<file path="config.mk">
export PLATFORM = sky130hd
export DESIGN_NAME = rxc_rx_fifo_mgr
export DESIGN_NICKNAME = d
export VERILOG_FILES = /design/src/rtl/rxc_pkg.sv /design/src/rtl/rxc_bgbuf.sv /design/src/rtl/rxc_fifo.sv /design/src/rtl/rxc_ovr.sv /design/src/rtl/rxc_rx_fifo_mgr.sv
export SDC_FILE = /design/constraint.sdc
export NUM_CORES = 1
export LEC_CHECK = 0
export BUFFER_PORTS_ARGS = -buffer_cell sky130_fd_sc_hd__buf_2
export CORE_MARGIN = 1
export CORE_UTILIZATION = 34
export DETAILED_ROUTE_END_ITERATION = 8
export PLACE_DENSITY_LB_ADDON = 0.2
export SLEW_MARGIN = 40
export SYNTH_ARGS = -nofsm -noshare
export SYNTH_HDL_FRONTEND = slang
export SYNTH_SLANG_ARGS = --single-unit
</file>
<file path="constraint.sdc">
create_clock -name clk -period 6 [get_ports clk]
set_input_delay 1.5 -clock clk [delete_from_list [all_inputs] [get_ports clk]]
set_output_delay 1.5 -clock clk [all_outputs]
set_load 0.02 [all_outputs]
</file>
<file path="src/rtl/rxc_pkg.sv">
package rxc_pkg;

    typedef struct packed {
        logic ok;
        logic hit;
        logic own;
    } rxc_status_t;

    typedef enum logic [1:0] {
        OP_IDLE = 2'b00,
        OP_PUSH = 2'b01,
        OP_POP  = 2'b10,
        OP_BOTH = 2'b11
    } rxc_op_t;

    function automatic logic rxc_qualifies(rxc_status_t st, logic lb);
        return st.ok && st.hit && (!st.own || lb);
    endfunction

    function automatic rxc_op_t rxc_decode_op(logic push, logic pop);
        return rxc_op_t'({pop, push});
    endfunction

endpackage

</file>
<file path="src/rtl/rxc_bgbuf.sv">
module rxc_bgbuf
    import rxc_pkg::*;
#(
    parameter int DATA_W = 16
) (
    input  logic              clk,
    input  logic              rst,
    input  logic              done,
    input  rxc_status_t       status,
    input  logic              loopback,
    input  logic [DATA_W-1:0] data_in,
    output logic [DATA_W-1:0] bg_data,
    output logic              commit_req
);

    always_ff @(posedge clk) begin
        if (rst) begin
            commit_req <= 1'b0;
        end else begin
            commit_req <= done && rxc_qualifies(status, loopback);
        end
    end

    always_ff @(posedge clk) begin
        if (done) begin
            bg_data <= data_in;
        end
    end

endmodule

</file>
<file path="src/rtl/rxc_fifo.sv">
module rxc_fifo
    import rxc_pkg::*;
#(
    parameter int DEPTH  = 5,
    parameter int DATA_W = 16
) (
    input  logic                      clk,
    input  logic                      rst,
    input  logic                      push,
    input  logic                      pop,
    input  logic [DATA_W-1:0]         wdata,
    output logic [DATA_W-1:0]         rdata,
    output logic [$clog2(DEPTH+1)-1:0] count,
    output logic                      overflow
);

    localparam int PTR_W = (DEPTH > 1) ? $clog2(DEPTH) : 1;
    localparam int CNT_W = $clog2(DEPTH + 1);
    localparam logic [PTR_W-1:0] LAST = PTR_W'(DEPTH - 1);

    logic [DATA_W-1:0] mem [DEPTH];
    logic [PTR_W-1:0]  wr_ptr;
    logic [PTR_W-1:0]  rd_ptr;
    logic              do_push;
    logic              do_pop;
    rxc_op_t           op;

    function automatic logic [PTR_W-1:0] step(logic [PTR_W-1:0] p);
        return (p == LAST) ? '0 : p + 1'b1;
    endfunction

    assign do_pop   = pop && (count != '0);
    assign do_push  = push && ((count != CNT_W'(DEPTH)) || do_pop);
    assign overflow = push && !do_push;
    assign op       = rxc_decode_op(do_push, do_pop);
    assign rdata    = mem[rd_ptr];

    for (genvar g = 0; g < DEPTH; g++) begin : g_slot
        always_ff @(posedge clk) begin
            if (do_push && (wr_ptr == PTR_W'(g))) begin
                mem[g] <= wdata;
            end
        end
    end

    always_ff @(posedge clk) begin
        if (rst) begin
            wr_ptr <= '0;
            rd_ptr <= '0;
            count  <= '0;
        end else begin
            unique case (op)
                OP_PUSH: begin
                    wr_ptr <= step(wr_ptr);
                    count  <= count + 1'b1;
                end
                OP_POP: begin
                    rd_ptr <= step(rd_ptr);
                    count  <= count - 1'b1;
                end
                OP_BOTH: begin
                    wr_ptr <= step(wr_ptr);
                    rd_ptr <= step(rd_ptr);
                end
                default: ;
            endcase
        end
    end

endmodule

</file>
<file path="src/rtl/rxc_ovr.sv">
module rxc_ovr (
    input  logic clk,
    input  logic rst,
    input  logic set,
    input  logic clr,
    input  logic en,
    output logic flag,
    output logic irq
);

    always_ff @(posedge clk) begin
        if (rst) begin
            flag <= 1'b0;
        end else if (set) begin
            flag <= 1'b1;
        end else if (clr) begin
            flag <= 1'b0;
        end
    end

    assign irq = flag && en;

endmodule

</file>
<file path="src/rtl/rxc_rx_fifo_mgr.sv">
module rxc_rx_fifo_mgr
    import rxc_pkg::*;
#(
    parameter int DEPTH  = 5,
    parameter int DATA_W = 16
) (
    input  logic              clk,
    input  logic              rst,
    input  logic              rx_done,
    input  logic              rx_ok,
    input  logic              rx_hit,
    input  logic              tx_own,
    input  logic              loopback,
    input  logic [DATA_W-1:0] rx_data,
    input  logic              host_pop,
    input  logic              ovr_clr,
    input  logic              rx_irq_en,
    input  logic              ovr_irq_en,
    output logic [DATA_W-1:0] head_data,
    output logic              rx_full,
    output logic              rx_irq,
    output logic              ack_en,
    output logic              ovr_flag,
    output logic              ovr_irq
);

    localparam int CNT_W = $clog2(DEPTH + 1);

    rxc_status_t       status;
    logic [DATA_W-1:0] bg_data;
    logic              commit_req;
    logic [CNT_W-1:0]  occ;
    logic              overflow;

    assign status = '{ok: rx_ok, hit: rx_hit, own: tx_own};

    rxc_bgbuf #(.DATA_W(DATA_W)) u_bg (
        .clk        (clk),
        .rst        (rst),
        .done       (rx_done),
        .status     (status),
        .loopback   (loopback),
        .data_in    (rx_data),
        .bg_data    (bg_data),
        .commit_req (commit_req)
    );

    rxc_fifo #(.DEPTH(DEPTH), .DATA_W(DATA_W)) u_fifo (
        .clk      (clk),
        .rst      (rst),
        .push     (commit_req),
        .pop      (host_pop),
        .wdata    (bg_data),
        .rdata    (head_data),
        .count    (occ),
        .overflow (overflow)
    );

    rxc_ovr u_ovr (
        .clk  (clk),
        .rst  (rst),
        .set  (overflow),
        .clr  (ovr_clr),
        .en   (ovr_irq_en),
        .flag (ovr_flag),
        .irq  (ovr_irq)
    );

    assign rx_full = (occ != '0);
    assign rx_irq  = rx_full && rx_irq_en;
    assign ack_en  = !tx_own || loopback;

endmodule

</file>
==> impl_metrics.py <==
metrics = {
    "run_status": {
        "outcome": "finished, final reports clean",
    },
    "synth": {
        "ys_seq_area_share_pct": 73.77,
        "yosys_warnings": 0,
        "syn-instance-count": 231,
        "syn_area_sq_mm": 0.004288,
        "synth.distinct_cells": 34,
        "synth-seq-cells": 110,
        "syn-mean-instance-area_sq_um": 18.56,
        "syn-num-nets": 266,
    },
    "critical_path": {
        "arrival_ns": 2.31,
        "endpoint": "head_data[13]",
        "critPathMaxFanout": 9,
        "end_kind": "output pin",
        "critical-path-max-stage-delay_ns": 0.69,
        "timing.reg2reg.setup_slack_ns": 3.93,
        "reg2reg_from": "u_fifo.count[2]",
        "worst-endpoint-required_ns": 4.50,
        "crit_family": "multiplexers",
        "r2r-end": "u_fifo.count[2]",
        "ff2ff_path_depth": 5,
        "critical_path_depth": 4,
        "crit_type": "flip-flop to output pin",
        "cp-start-kind": "flip-flop",
        "critical_path_buf_inv_count": 2,
        "crit_slowest_cell": "dfxtp_1",
        "cp_cell_sequence": "buf_4, mux4_2, mux2_2, buf_2",
    },
    "power": {
        "p_total_uw": 1606,
        "max-vdd-ir-drop_mv": 0.1654,
        "leakage_uw": 0.001650,
        "p_per_area_mw_per_mm2": 321.3,
    },
    "cts": {
        "cts_resized": 0,
        "cts.path.max_buffers": 2,
        "cts_hold_buf": 0,
        "clkTransAtPathRegs_ns": 0.07,
        "cts_sinks": 110,
        "htreeDepth": 3,
        "cts_setup_buffers": 0,
        "cts_buffers": 9,
        "worstSkewPairLatency_ns": 0.33,
        "cts-root-buf": "clkbuf_16",
        "cts_tree": "done",
    },
    "final_layout": {
        "fillCellCount": 1104,
        "final_common_cell": "edfxtp_1",
        "antenna_cells": 0,
        "num-nets-final": 320,
        "final_cell_mix": "edfxtp_1, buf_2, mux4_2, mux2_2, dfxtp_1",
        "drive_above_1_share_pct": 36.55,
        "area_growth_pct": 16.60,
    },
    "floorplan": {
        "die_area_sq_mm": 0.01306,
        "start_util_pct": 35.26,
        "rows": 40,
        "fp.dieW_um": 114.3,
        "core_sq_mm": 0.01216,
        "io_pins": 48,
        "fp.dieH_um": 114.3,
    },
    "routing": {
        "drc_errors": 0,
        "via_per_inst": 4.607,
        "drt_first_pass_iters": 4,
        "wire_per_inst_um": 16.11,
        "routed_wl_um": 7378,
        "via_count": 2110,
        "drt-initial-drc-count": 97,
        "drtAntennaViolNets": 0,
    },
    "sta": {
        "finClkSkew_ns": 0.004089,
        "fmax_ghz": 0.2627,
        "finalMaxSlewViolations": 0,
        "finalSetupViolations": 0,
        "rsz0062_at_grt": "false",
        "min_period_ns": 3.807,
        "fin_crit_sh_pct": 63.45,
        "maxSlewHeadroom_pct": 61.54,
        "worst_pin_slew_ns": 0.5762,
        "fin_setup_tns_ns": 0,
        "hold_viol_final": 0,
    },
    "job": {
        "maxCapViolCount": 0,
    },
    "hold_path": {
        "min_path_type": "flip-flop to flip-flop",
        "min_from": "u_fifo.rd_ptr[2]",
    },
    "place": {
        "dp.final_hpwl_um": 4554,
        "place_congestion": 0.6784,
        "port_buffers": 47,
    },
    "global_routing": {
        "grt_overflow": 0,
        "grt_pass1_vias": 2067,
        "antenna_found_initial": 0,
        "grt_max_degree": 18,
        "grt_usage_pct": 12.09,
        "grt_pass1_wl_um": 11290,
    },
}
area by class of cell:
cell class | instances | area, sq um | share of cell area (%)
Sequential cell | 110 | 3166 | 63.31
Multi-Input combinational cell | 103 | 1045 | 20.90
Timing Repair Buffer | 53 | 280.3 | 5.606
Clock buffer | 11 | 242.7 | 4.855
Tap cell | 168 | 210.2 | 4.204
Inverter | 8 | 30.03 | 0.6006
Clock inverter | 5 | 26.28 | 0.5255
worst min-delay path, stage by stage, from the launching register on:
cell	delay (ns)
dfxtp_1	0.32
nand2_1	0.06
a21oi_1	0.06
routing by layer:
| layer | track usage, % | share of wire [%] |
|---|---|---|
| met5 | 0 | 0 |
| met4 | 4.156 | 0.83 |
| met3 | 3.441 | 3.4 |
| met2 | 20.16 | 50 |
| met1 | 15.12 | 45 |
stage by stage:
stage / setup WS, ns / hold slack, ns / instance area [sq um] / cells / utilization (%)
finish: 2.193 / 0.4915 / 5000 / 458 / 41.11
global route: 2.011 / 0.5137 / 5000 / 458 / 41.11
CTS: 2.099 / 0.4886 / 5000 / 458 / 41.11
detailed placement: 2.475 / 0.4820 / 4731 / 442 / 38.90
global placement: 2.482 / 0.4717 / 4728 / 442 / 38.88
floorplan: 2.528 / 0.4541 / 4288 / 231 / -
worst min path at each step:
| stage | end | slack (ns) | depth (start not counted) |
|---|---|---|---|
| after detailed placement | flip-flop | 0.48 | 2 |
| after floorplan | flip-flop | 0.45 | 2 |
| final | flip-flop | 0.49 | 2 |
| after global routing | flip-flop | 0.51 | 2 |
| after CTS | flip-flop | 0.49 | 2 |
| after global placement | u_fifo.rd_ptr[2] | 0.47 | 2 |
power breakdown:
| group | switching [uW] | internal (uW) | total (uW) |
|---|---|---|---|
| combinational | 89.4 | 90.4 | 180 |
| sequential | 32.2 | 856 | 888 |
| clock | 249 | 289 | 538 |
synth_stat cells:
master / instances / area, sq um
nand3b_1: 3 / 22.52
and2_1: 3 / 18.77
nand2b_4: 1 / 13.76
o31a_1: 1 / 8.760
nor4bb_1: 1 / 10.01
a31oi_1: 1 / 6.260
or3_1: 1 / 6.260
nor3b_1: 3 / 22.52
or3b_1: 1 / 8.760
a22o_1: 1 / 8.760
a21oi_1: 10 / 50.05
buf_6: 3 / 33.78
nor2_1: 8 / 30.03
inv_1: 8 / 30.03
nand2_1: 11 / 41.29
o31ai_1: 1 / 7.510
dfxtp_1: 14 / 280.3
nor3_1: 1 / 5.000
mux2_1: 1 / 11.26
nor4bb_4: 1 / 25.02
o211ai_1: 1 / 7.510
edfxtp_1: 96 / 2883
clkbuf_1: 5 / 18.77
buf_4: 1 / 7.510
nor2b_1: 3 / 18.77
nand2b_1: 4 / 25.02
o21ai_0: 3 / 15.01
nand4b_1: 1 / 8.760
fa_1: 1 / 20.02
ha_1: 7 / 87.58
mux2_2: 16 / 180.2
mux4_2: 16 / 360.4
o21ai_1: 2 / 10.01
buf_2: 1 / 5.000
logic make-up after synthesis:
kind of cell,synth area share (%)
mux,12.87
buf+inv,2.218
compound gates,2.656
flops,73.77
fa+ha+maj,2.509
simple gates,5.982
sequential cells by signal (all words and copies together) (netlist names), named ones only:
| name | flops |
|---|---|
| u_fifo.mem | 80 |
| u_bg.bg_data | 16 |
| u_fifo.count | 3 |
| u_fifo.rd_ptr | 3 |
| u_fifo.wr_ptr | 3 |
| u_bg.commit_req | 1 |
| u_ovr.flag | 1 |
Power figures use the tool's default switching activity.
